$ cat src/rtl/adder_pkg.sv
package adder_pkg;
    localparam int unsigned DEF_WIDTH = 32;
    localparam int unsigned DEF_BLK_W = 8;

    typedef struct packed {
        logic gen;
        logic prop;
    } grp_pg_t;
endpackage

$ cat src/rtl/cla_slice.sv
module cla_slice #(
    parameter int unsigned BLK_W = 8
) (
    input  logic [BLK_W-1:0] x_i,
    input  logic [BLK_W-1:0] y_i,
    input  logic             cin_i,
    output logic [BLK_W-1:0] s_o,
    output adder_pkg::grp_pg_t grp_o,
    output logic             cout_int_o
);
    logic [BLK_W-1:0] g_bit;
    logic [BLK_W-1:0] p_bit;
    logic [BLK_W:0]   c_bit;

    // per-bit generate / propagate
    always_comb begin
        g_bit = x_i & y_i;
        p_bit = x_i | y_i;
    end

    // fully expanded internal carries: c[i+1] = OR_k g[k]&p[k+1..i] | p[0..i]&cin
    always_comb begin
        c_bit[0] = cin_i;
        for (int i = 0; i < BLK_W; i++) begin
            logic acc;
            logic chain;
            chain = cin_i;
            for (int m = 0; m <= i; m++) chain = chain & p_bit[m];
            acc = chain;
            for (int k = 0; k <= i; k++) begin
                logic term;
                term = g_bit[k];
                for (int m = k + 1; m <= i; m++) term = term & p_bit[m];
                acc = acc | term;
            end
            c_bit[i+1] = acc;
        end
    end

    // group generate / propagate, independent of carry-in
    always_comb begin
        logic gacc;
        logic pacc;
        gacc = 1'b0;
        pacc = 1'b1;
        for (int k = 0; k < BLK_W; k++) begin
            logic term;
            term = g_bit[k];
            for (int m = k + 1; m < BLK_W; m++) term = term & p_bit[m];
            gacc = gacc | term;
            pacc = pacc & p_bit[k];
        end
        grp_o.gen  = gacc;
        grp_o.prop = pacc;
    end

    assign s_o        = x_i ^ y_i ^ c_bit[BLK_W-1:0];
    assign cout_int_o = c_bit[BLK_W];

    // group terms must reproduce the slice's own top carry
    always_comb begin
        assert_group_pg_R3: assert (cout_int_o == (grp_o.gen | (grp_o.prop & cin_i)))
            else $error("R3: group generate/propagate disagree with internal carry");
    end
endmodule

$ cat src/rtl/cla_group_unit.sv
module cla_group_unit #(
    parameter int unsigned NBLK = 4
) (
    input  adder_pkg::grp_pg_t grp_i [NBLK],
    input  logic               cin_i,
    output logic [NBLK:0]      c_o
);
    // c[j+1] = OR_k G[k]&P[k+1..j] | P[0..j]&cin
    always_comb begin
        c_o[0] = cin_i;
        for (int j = 0; j < NBLK; j++) begin
            logic acc;
            logic chain;
            chain = cin_i;
            for (int m = 0; m <= j; m++) chain = chain & grp_i[m].prop;
            acc = chain;
            for (int k = 0; k <= j; k++) begin
                logic term;
                term = grp_i[k].gen;
                for (int m = k + 1; m <= j; m++) term = term & grp_i[m].prop;
                acc = acc | term;
            end
            c_o[j+1] = acc;
        end
    end
endmodule

$ cat src/rtl/cla2_adder32.sv
module cla2_adder32 #(
    parameter int unsigned WIDTH         = adder_pkg::DEF_WIDTH,
    parameter int unsigned BLK_W         = adder_pkg::DEF_BLK_W,
    parameter bit          USE_LOOKAHEAD = 1'b1
) (
    input  logic [WIDTH-1:0] a_i,
    input  logic [WIDTH-1:0] b_i,
    input  logic             carry_i,
    output logic [WIDTH-1:0] sum_o,
    output logic             carry_o
);
    localparam int unsigned NBLK = WIDTH / BLK_W;

    adder_pkg::grp_pg_t grp      [NBLK];
    logic [NBLK-1:0]    blk_cout;
    logic [NBLK:0]      blk_cin;

    for (genvar j = 0; j < NBLK; j++) begin : g_slice
        cla_slice #(.BLK_W(BLK_W)) u_slice (
            .x_i        (a_i[j*BLK_W +: BLK_W]),
            .y_i        (b_i[j*BLK_W +: BLK_W]),
            .cin_i      (blk_cin[j]),
            .s_o        (sum_o[j*BLK_W +: BLK_W]),
            .grp_o      (grp[j]),
            .cout_int_o (blk_cout[j])
        );

        // second-level carry into slice j+1 must match slice j's own carry-out
        always_comb begin
            assert_block_carry_R4: assert (blk_cin[j+1] == blk_cout[j])
                else $error("R4: block carry %0d mismatch", j + 1);
        end
    end

    if (USE_LOOKAHEAD) begin : g_lookahead
        cla_group_unit #(.NBLK(NBLK)) u_group (
            .grp_i (grp),
            .cin_i (carry_i),
            .c_o   (blk_cin)
        );
    end else begin : g_ripple
        always_comb begin
            logic c;
            c = carry_i;
            blk_cin[0] = carry_i;
            for (int j = 0; j < NBLK; j++) begin
                c = grp[j].gen | (grp[j].prop & c);
                blk_cin[j+1] = c;
            end
        end
    end

    assign carry_o = blk_cin[NBLK];

    always_comb begin
        assert_sum_R1: assert (sum_o == WIDTH'(a_i + b_i + WIDTH'(carry_i)))
            else $error("R1: sum differs from arithmetic total");
        assert_carry_out_R2: assert (carry_o ==
            ((({1'b0, a_i} + {1'b0, b_i} + {{WIDTH{1'b0}}, carry_i}) >> WIDTH) != 0))
            else $error("R2: carry-out differs from arithmetic total");
    end
endmodule

$ cat config.mk
export PLATFORM = sky130hd
export DESIGN_NAME = cla2_adder32
export DESIGN_NICKNAME = d
export VERILOG_FILES = /design/src/rtl/adder_pkg.sv /design/src/rtl/cla_slice.sv /design/src/rtl/cla_group_unit.sv /design/src/rtl/cla2_adder32.sv
export SDC_FILE = /design/constraint.sdc
export NUM_CORES = 1
export LEC_CHECK = 0
export CORE_ASPECT_RATIO = 1.1
export CORE_MARGIN = 5
export CORE_UTILIZATION = 62
export DETAILED_ROUTE_END_ITERATION = 10
export DONT_BUFFER_PORTS = 1
export PLACE_DENSITY_LB_ADDON = 0.05
export SYNTH_ARGS = -nofsm -noshare
export SYNTH_HDL_FRONTEND = slang
export SYNTH_HIERARCHICAL = 1
export SYNTH_SLANG_ARGS = --single-unit
$ cat constraint.sdc
create_clock -name vclk -period 2.72
set_input_delay 0.272 -clock vclk [all_inputs]
set_output_delay 0.272 -clock vclk [all_outputs]
set_load 0.01 [all_outputs]
* After elaboration in Yosys (flattened, before gate mapping)
Cells that the tools add are included.
** Word-level totals
- Register bits :: 0
- Bits of input ports :: 65
- Output and inout port bits :: 33
- Word-level logic and storage cells :: 344
** Operators by class
- Bitwise operators :: 344
** Operator list (number)
- 1-bit bitwise AND :: 178
- 1-bit bitwise OR :: 150
- 8-bit XOR :: 8
- 8-bit bitwise AND :: 4
- 8-bit bitwise OR :: 4

* Depth between registers and ports, before layout
Gate-level depths: netlist of the first run.
- Word-level depth :: 35
- Depth in mapped cells :: 13

* Cells and area by module
The synthesis of the first run kept the hierarchy.
** Modules (own cells, without submodules)
- cla_slice (g_slice[1].u_slice ...) :: instances 3, cells an instance 76, area each 558.0 um2, sequential area each 0.0 um2
- cla_slice (g_slice[0].u_slice) :: instances 1, cells an instance 83, area each 608.1 um2, sequential area each 0.0 um2
- cla_group_unit :: instances 1, cells an instance 6, area each 46.3 um2, sequential area each 0.0 um2

* Worst setup path before layout of the first run
OpenSTA, ideal clock, no wires.
- Kind :: input port to output port
- Start :: input a_i[3]
- End :: output sum_o[31]
- Arrival time :: 2.470 ns
- Slack :: -0.022 ns
- Stages :: 13
- Path buffers :: 0
- Cell sequence :: inv_1 -> ha_1 -> nor4b_1 -> or3_4 -> nor3_1 -> a21oi_1 -> a21o_1 -> a21o_1 -> a21o_1 -> nand3_1 -> a21oi_2 -> o41ai_2 -> a311oi_1
** RTL lines
- start, declared :: RTL line cla2_adder32.sv:6 : input logic [WIDTH-1:0] a_i,
- end, declared :: RTL line cla2_adder32.sv:9 : output logic [WIDTH-1:0] sum_o,

==> results of run 1 <==
## final cells by class
| class | instances | area [µm²] | area share |
|---|---|---|---|
| well taps | 50 | 62.56 | 0.02415 |
| multi-input cells | 223 | 2072 | 0.8000 |
| inverters | 88 | 335.3 | 0.1295 |
| repair buffers | 16 | 120.1 | 0.04638 |
## how the worst max path moves through the flow
stage | start | to | slack [ps] | cells after the start
4_1_cts | a_i[2] | sum_o[28] | 9 | 13
5_1_grt | a_i[5] | sum_o[31] | -50 | 13
3_5_place_dp | a_i[3] | sum_o[30] | -70 | 13
3_3_place_gp | a_i[2] | sum_o[23] | 9 | 13
6_report | a_i[2] | sum_o[23] | 120 | 13
2_1_floorplan | a_i[2] | sum_o[31] | 50 | 12
## per-layer routing
layer,track usage,routed length [µm]
met1,0.2020,1791
met2,0.3298,2441
met3,0.03021,336
met4,0.006623,18
met5,0,0
## layout by cell type, fill, tap and decap left out, types with 5 or more instances in the layout
cell      count
nor2_1       27
xnor2_1      14
o21bai_1      5
a21oi_1      15
buf_4        16
nand2b_1      5
xor2_1        8
nand2_1       6
ha_1         61
nor2_2        6
inv_1        84
## power by group
part,internal [mW],switching (mW)
clock network,0,0
logic,0.236,0.302
registers,0,0
total,0.236,0.302
## repair_timing
action                                 CTS  global route
buffers inserted                         0             1
setup endpoints to repair                3            12
resized for setup                        3            22
hold buffers                             0             0
endpoints found under the hold margin    0             0
pin swaps                                1             8
## stage by stage
step	setup slack [ps]	util	hold slack, ps	total power [mW]
floorplan	46.83	-	732.5	0.4148
global placement	8.626	0.6839	762.1	0.5093
detailed placement	-66.66	0.6839	765.3	0.5163
CTS	9.382	0.6884	765.3	0.5235
global route	-47.10	0.7143	774.9	0.6053
finish	122.6	0.7143	769.7	0.5387
==> results.py, run 1 <==
metrics = {
    "worst_setup_path": {
        "slowest_delay_ps": 390,
        "worstPathMaxFanout": 4,
        "crit_slowest_cell": "or3_4",
        "crit_required_ps": 2450,
        "critPathTopFamily": "compound AO/OA/AOI/OAI gates",
        "worstSetupStartpointType": "primary input",
        "crit_type": "primary input to output port",
        "endpoint_kind": "output port",
        "path_cells": "ha_1 > nor4b_4 > or3_4 > nor3_2 > a21oi_1 > a21o_1 > a21o_1 > buf_4 > nand3_2 > a21oi_2 > o41ai_2 > a311oi_1 > buf_4",
        "crit_arrival_ps": 2330,
        "crit_buf_inv": 2,
    },
    "place": {
        "port_buffers": 0,
        "hpwl_mm": 4.168,
        "placed_cell_area_mm2": 0.002480,
        "globalplace.congestion": 0.8176,
        "dpl.cell_count": 376,
    },
    "job": {
        "cap_violations": 0,
    },
    "sta": {
        "period_needed_ps": 2597,
        "maxSlewViolCount": 0,
        "worstMarginPinSlew_ps": 668.5,
        "maxSlewHeadroom": 0.5428,
        "finalSetupViolCount": 0,
        "final_hold_viol_count": 0,
        "fin_setup_tns_ps": 0,
        "finalCritPeriodShare": 0.9549,
        "fmaxAchievable_mhz": 385.0,
        "rsz0062_at_grt": "yes",
    },
    "global_route": {
        "grt-ovfl-total": 0,
        "grt_max_degree": 9,
        "grt_pass1_wl_mm": 7.169,
        "globalRouteTotalUtil": 0.1705,
        "grt_pass1_vias": 1837,
        "antenna_found_initial": 0,
    },
    "outcome": {
        "status": "completed",
    },
    "floorplanning": {
        "core-area_mm2": 0.003626,
        "io_pins": 98,
        "die_w_um": 68.12,
        "start_util": 0.6353,
        "rows": 23,
        "die_y_um": 73.93,
        "die_area_mm2": 0.005036,
    },
    "routing": {
        "drt_first_pass_iters": 3,
        "vias": 1958,
        "routedWlPerCell_um": 12.17,
        "drt_drc_violations_left": 0,
        "dr.first_iter.drc_count": 57,
        "vias_per_cell": 5.194,
        "routed_wl_mm": 4.587,
        "antenna_left": 0,
    },
    "final_layout": {
        "antenna_cells": 0,
        "nFillCells": 320,
        "n_clock_buffer": 0,
        "syn_to_final_growth_pct": 12.44,
        "fin_cells": 377,
        "drive_gt1_frac": 0.1682,
        "regArea_um2": 0,
        "fin_area_mm2": 0.002590,
        "numSequentialCells": 0,
        "fin_nets": 462,
    },
    "synthesis": {
        "synthesis.nets": 446,
        "syn_area_mm2": 0.002303,
        "synth_area_per_cell_um2": 7.359,
        "synthCells": 313,
        "ys_warn_count": 6,
    },
    "power_and_ir_drop": {
        "peakVddDrop_mv": 0.1134,
        "cellPowerDensity_mw_per_mm2": 208.0,
        "p_leak_nw": 1.437,
    },
    "min_path": {
        "hold_path_end": "sum_o[0]",
        "worstHoldStart": "carry_i",
        "hold_path.class": "primary input to output port",
        "whs_path_depth": 1,
    },
}
Power figures use the tool's default switching activity.
==> run 2, diff against run 1 <==
--- a/config.mk
+++ b/config.mk
@@ -5,6 +5,7 @@
 export SDC_FILE = /design/constraint.sdc
 export NUM_CORES = 1
 export LEC_CHECK = 0
+export ABC_AREA = 1
 export CORE_ASPECT_RATIO = 1.1
 export CORE_MARGIN = 5
 export CORE_UTILIZATION = 62
==> run 2 against run 1 <==
Maximum frequency is 5.0% higher. Flip-flop and latch count stayed put. Cell count is 11% higher. Non-clock buffer count is 16 lower. Largest cell class unchanged.
==> results.py, run 2 <==
metrics = {
    "outcome": {
        "status": "completed",
    },
    "power_and_ir_drop": {
        "cellPowerDensity_mw_per_mm2": 185.0,
        "p_leak_nw": 1.561,
        "peakVddDrop_mv": 0.1161,
        "pwr-share-clk": 0,
        "total_power_mw": 0.4490,
        "p_int_mw": 0.1632,
        "switching_share": 0.6364,
        "pwr-share-comb": 1.000,
        "pwr-share-seq": 0,
        "switching_power_mw": 0.2858,
    },
    "final_layout": {
        "fin_cells": 419,
        "drive_gt1_frac": 0.1518,
        "numSequentialCells": 0,
        "layout.cells.most_common_list": "inv_1 (113), ha_1 (64), nand2_1 (60)",
        "n_clock_buffer": 0,
        "antenna_cells": 0,
        "syn_to_final_growth_pct": 2.321,
        "regArea_um2": 0,
        "fin_util": 0.6590,
        "fin_area_mm2": 0.002427,
        "fin_nets": 504,
        "final_common_cell": "inv_1",
    },
    "global_route": {
        "grt_pass1_wl_mm": 6.975,
        "globalRouteTotalUtil": 0.1622,
        "grt-busiest-layer": "met2",
        "grt_use_met1": 0.1813,
        "met2_usage": 0.3284,
        "grt_max_degree": 7,
        "grt-ovfl-total": 0,
        "grt_pass1_vias": 1875,
        "antenna_found_initial": 0,
        "met3_usage": 0.03134,
    },
    "place": {
        "placed_cell_area_mm2": 0.002427,
        "globalplace.congestion": 0.7628,
        "port_buffers": 0,
        "dpl.cell_count": 419,
        "pre_cts_slack_ps": 217.0,
        "hpwl_mm": 4.049,
    },
    "sta": {
        "finalCritPeriodShare": 0.9091,
        "period_needed_ps": 2473,
        "fmaxAchievable_mhz": 404.4,
        "setup_slack_ps": 247.3,
        "fin_setup_tns_ps": 0,
        "hold-worst-slack_ps": 735.4,
        "finalSetupViolCount": 0,
        "rsz0062_at_grt": "no",
        "maxSlewHeadroom": 0.7374,
        "worstMarginPinSlew_ps": 390.3,
        "final_hold_viol_count": 0,
        "maxSlewViolCount": 0,
    },
    "routing": {
        "vias_per_cell": 4.761,
        "routedWlPerCell_um": 9.893,
        "routed_wl_mm": 4.145,
        "drt_first_pass_iters": 4,
        "antenna_left": 0,
        "vias": 1995,
        "dr.first_iter.drc_count": 27,
        "drt_drc_violations_left": 0,
    },
    "clock_tree": {
        "cts_resized": 0,
        "cts_hold_buf": 0,
        "postCtsSetupBuffers": 0,
    },
    "worst_setup_path": {
        "crit_type": "primary input to output port",
        "worstSetupStartpointType": "primary input",
        "crit_required_ps": 2450,
        "crit_slowest_cell": "fa_1",
        "path_cells": "inv_1 > ha_1 > nor2_4 > nand3_2 > nand2_1 > a21oi_1 > o21ai_0 > nand3_1 > nand4_2 > inv_2 > fa_1 > xnor2_1",
        "endpoint_kind": "output port",
        "slowest_delay_ps": 370,
        "worstPathMaxFanout": 5,
        "crit_arrival_ps": 2200,
    },
    "synthesis": {
        "synthCells": 370,
        "ys_warn_count": 6,
        "synth_area_per_cell_um2": 6.412,
        "syn_area_mm2": 0.002372,
        "synthesis.nets": 503,
    },
    "job": {
        "cap_violations": 0,
    },
    "min_path": {
        "hold_path.class": "primary input to output port",
    },
    "floorplanning": {
        "die_area_mm2": 0.005165,
        "die_y_um": 74.88,
        "core-area_mm2": 0.003684,
        "die_w_um": 68.98,
        "rows": 23,
        "start_util": 0.6440,
        "io_pins": 98,
    },
}
[run 2: cell types whose count changed in the layout (fill, tap and decap cells not counted), sizes merged, moves of 5 or more]
cell	before	now
a21oi	18	9
buf	16	0
inv	88	128
nand2	6	70
nand2b	5	0
nand3	6	20
nand4	0	9
nor2	33	27
o21bai	6	0
xnor2	14	8
[run 2: critical path, delay by kind of cell]
kind	cells	cell delay [ps]
simple gates	5	610
compound gates	2	310
buf+inv	2	80
fa+ha+maj	2	600
xor+xnor	1	310
[run 2: power by group through the flow]
stage	combinational (mW)	sequential [mW]	clock [mW]
after CTS	0.460	0	0
after global routing	0.519	0	0
final	0.449	0	0
after floorplan	0.395	0	0
after global placement	0.448	0	0
after detailed placement	0.457	0	0
[run 2: final cells by class]
cell class                 count  area, µm²
multi-input combinational    241       1884
tap                           50      62.56
fill                         361       1256
inverter                     128      480.5
[run 2: metal layers]
| metal | vias to the layer above | routed length [µm] |
|---|---|---|
| met2 | 50 | 2198 |
| met4 | 0 | 0 |
| met1 | 855 | 1516 |
| met3 | 0 | 430 |
| met5 | - | 0 |
| li1 | 1090 | - |
[run 2: worst paths after layout]
check             startpoint        end  slack [ps]  depth (start not counted)
setup / recovery      a_i[2]  sum_o[25]         250                         12
hold / removal       carry_i   sum_o[0]         740                          1
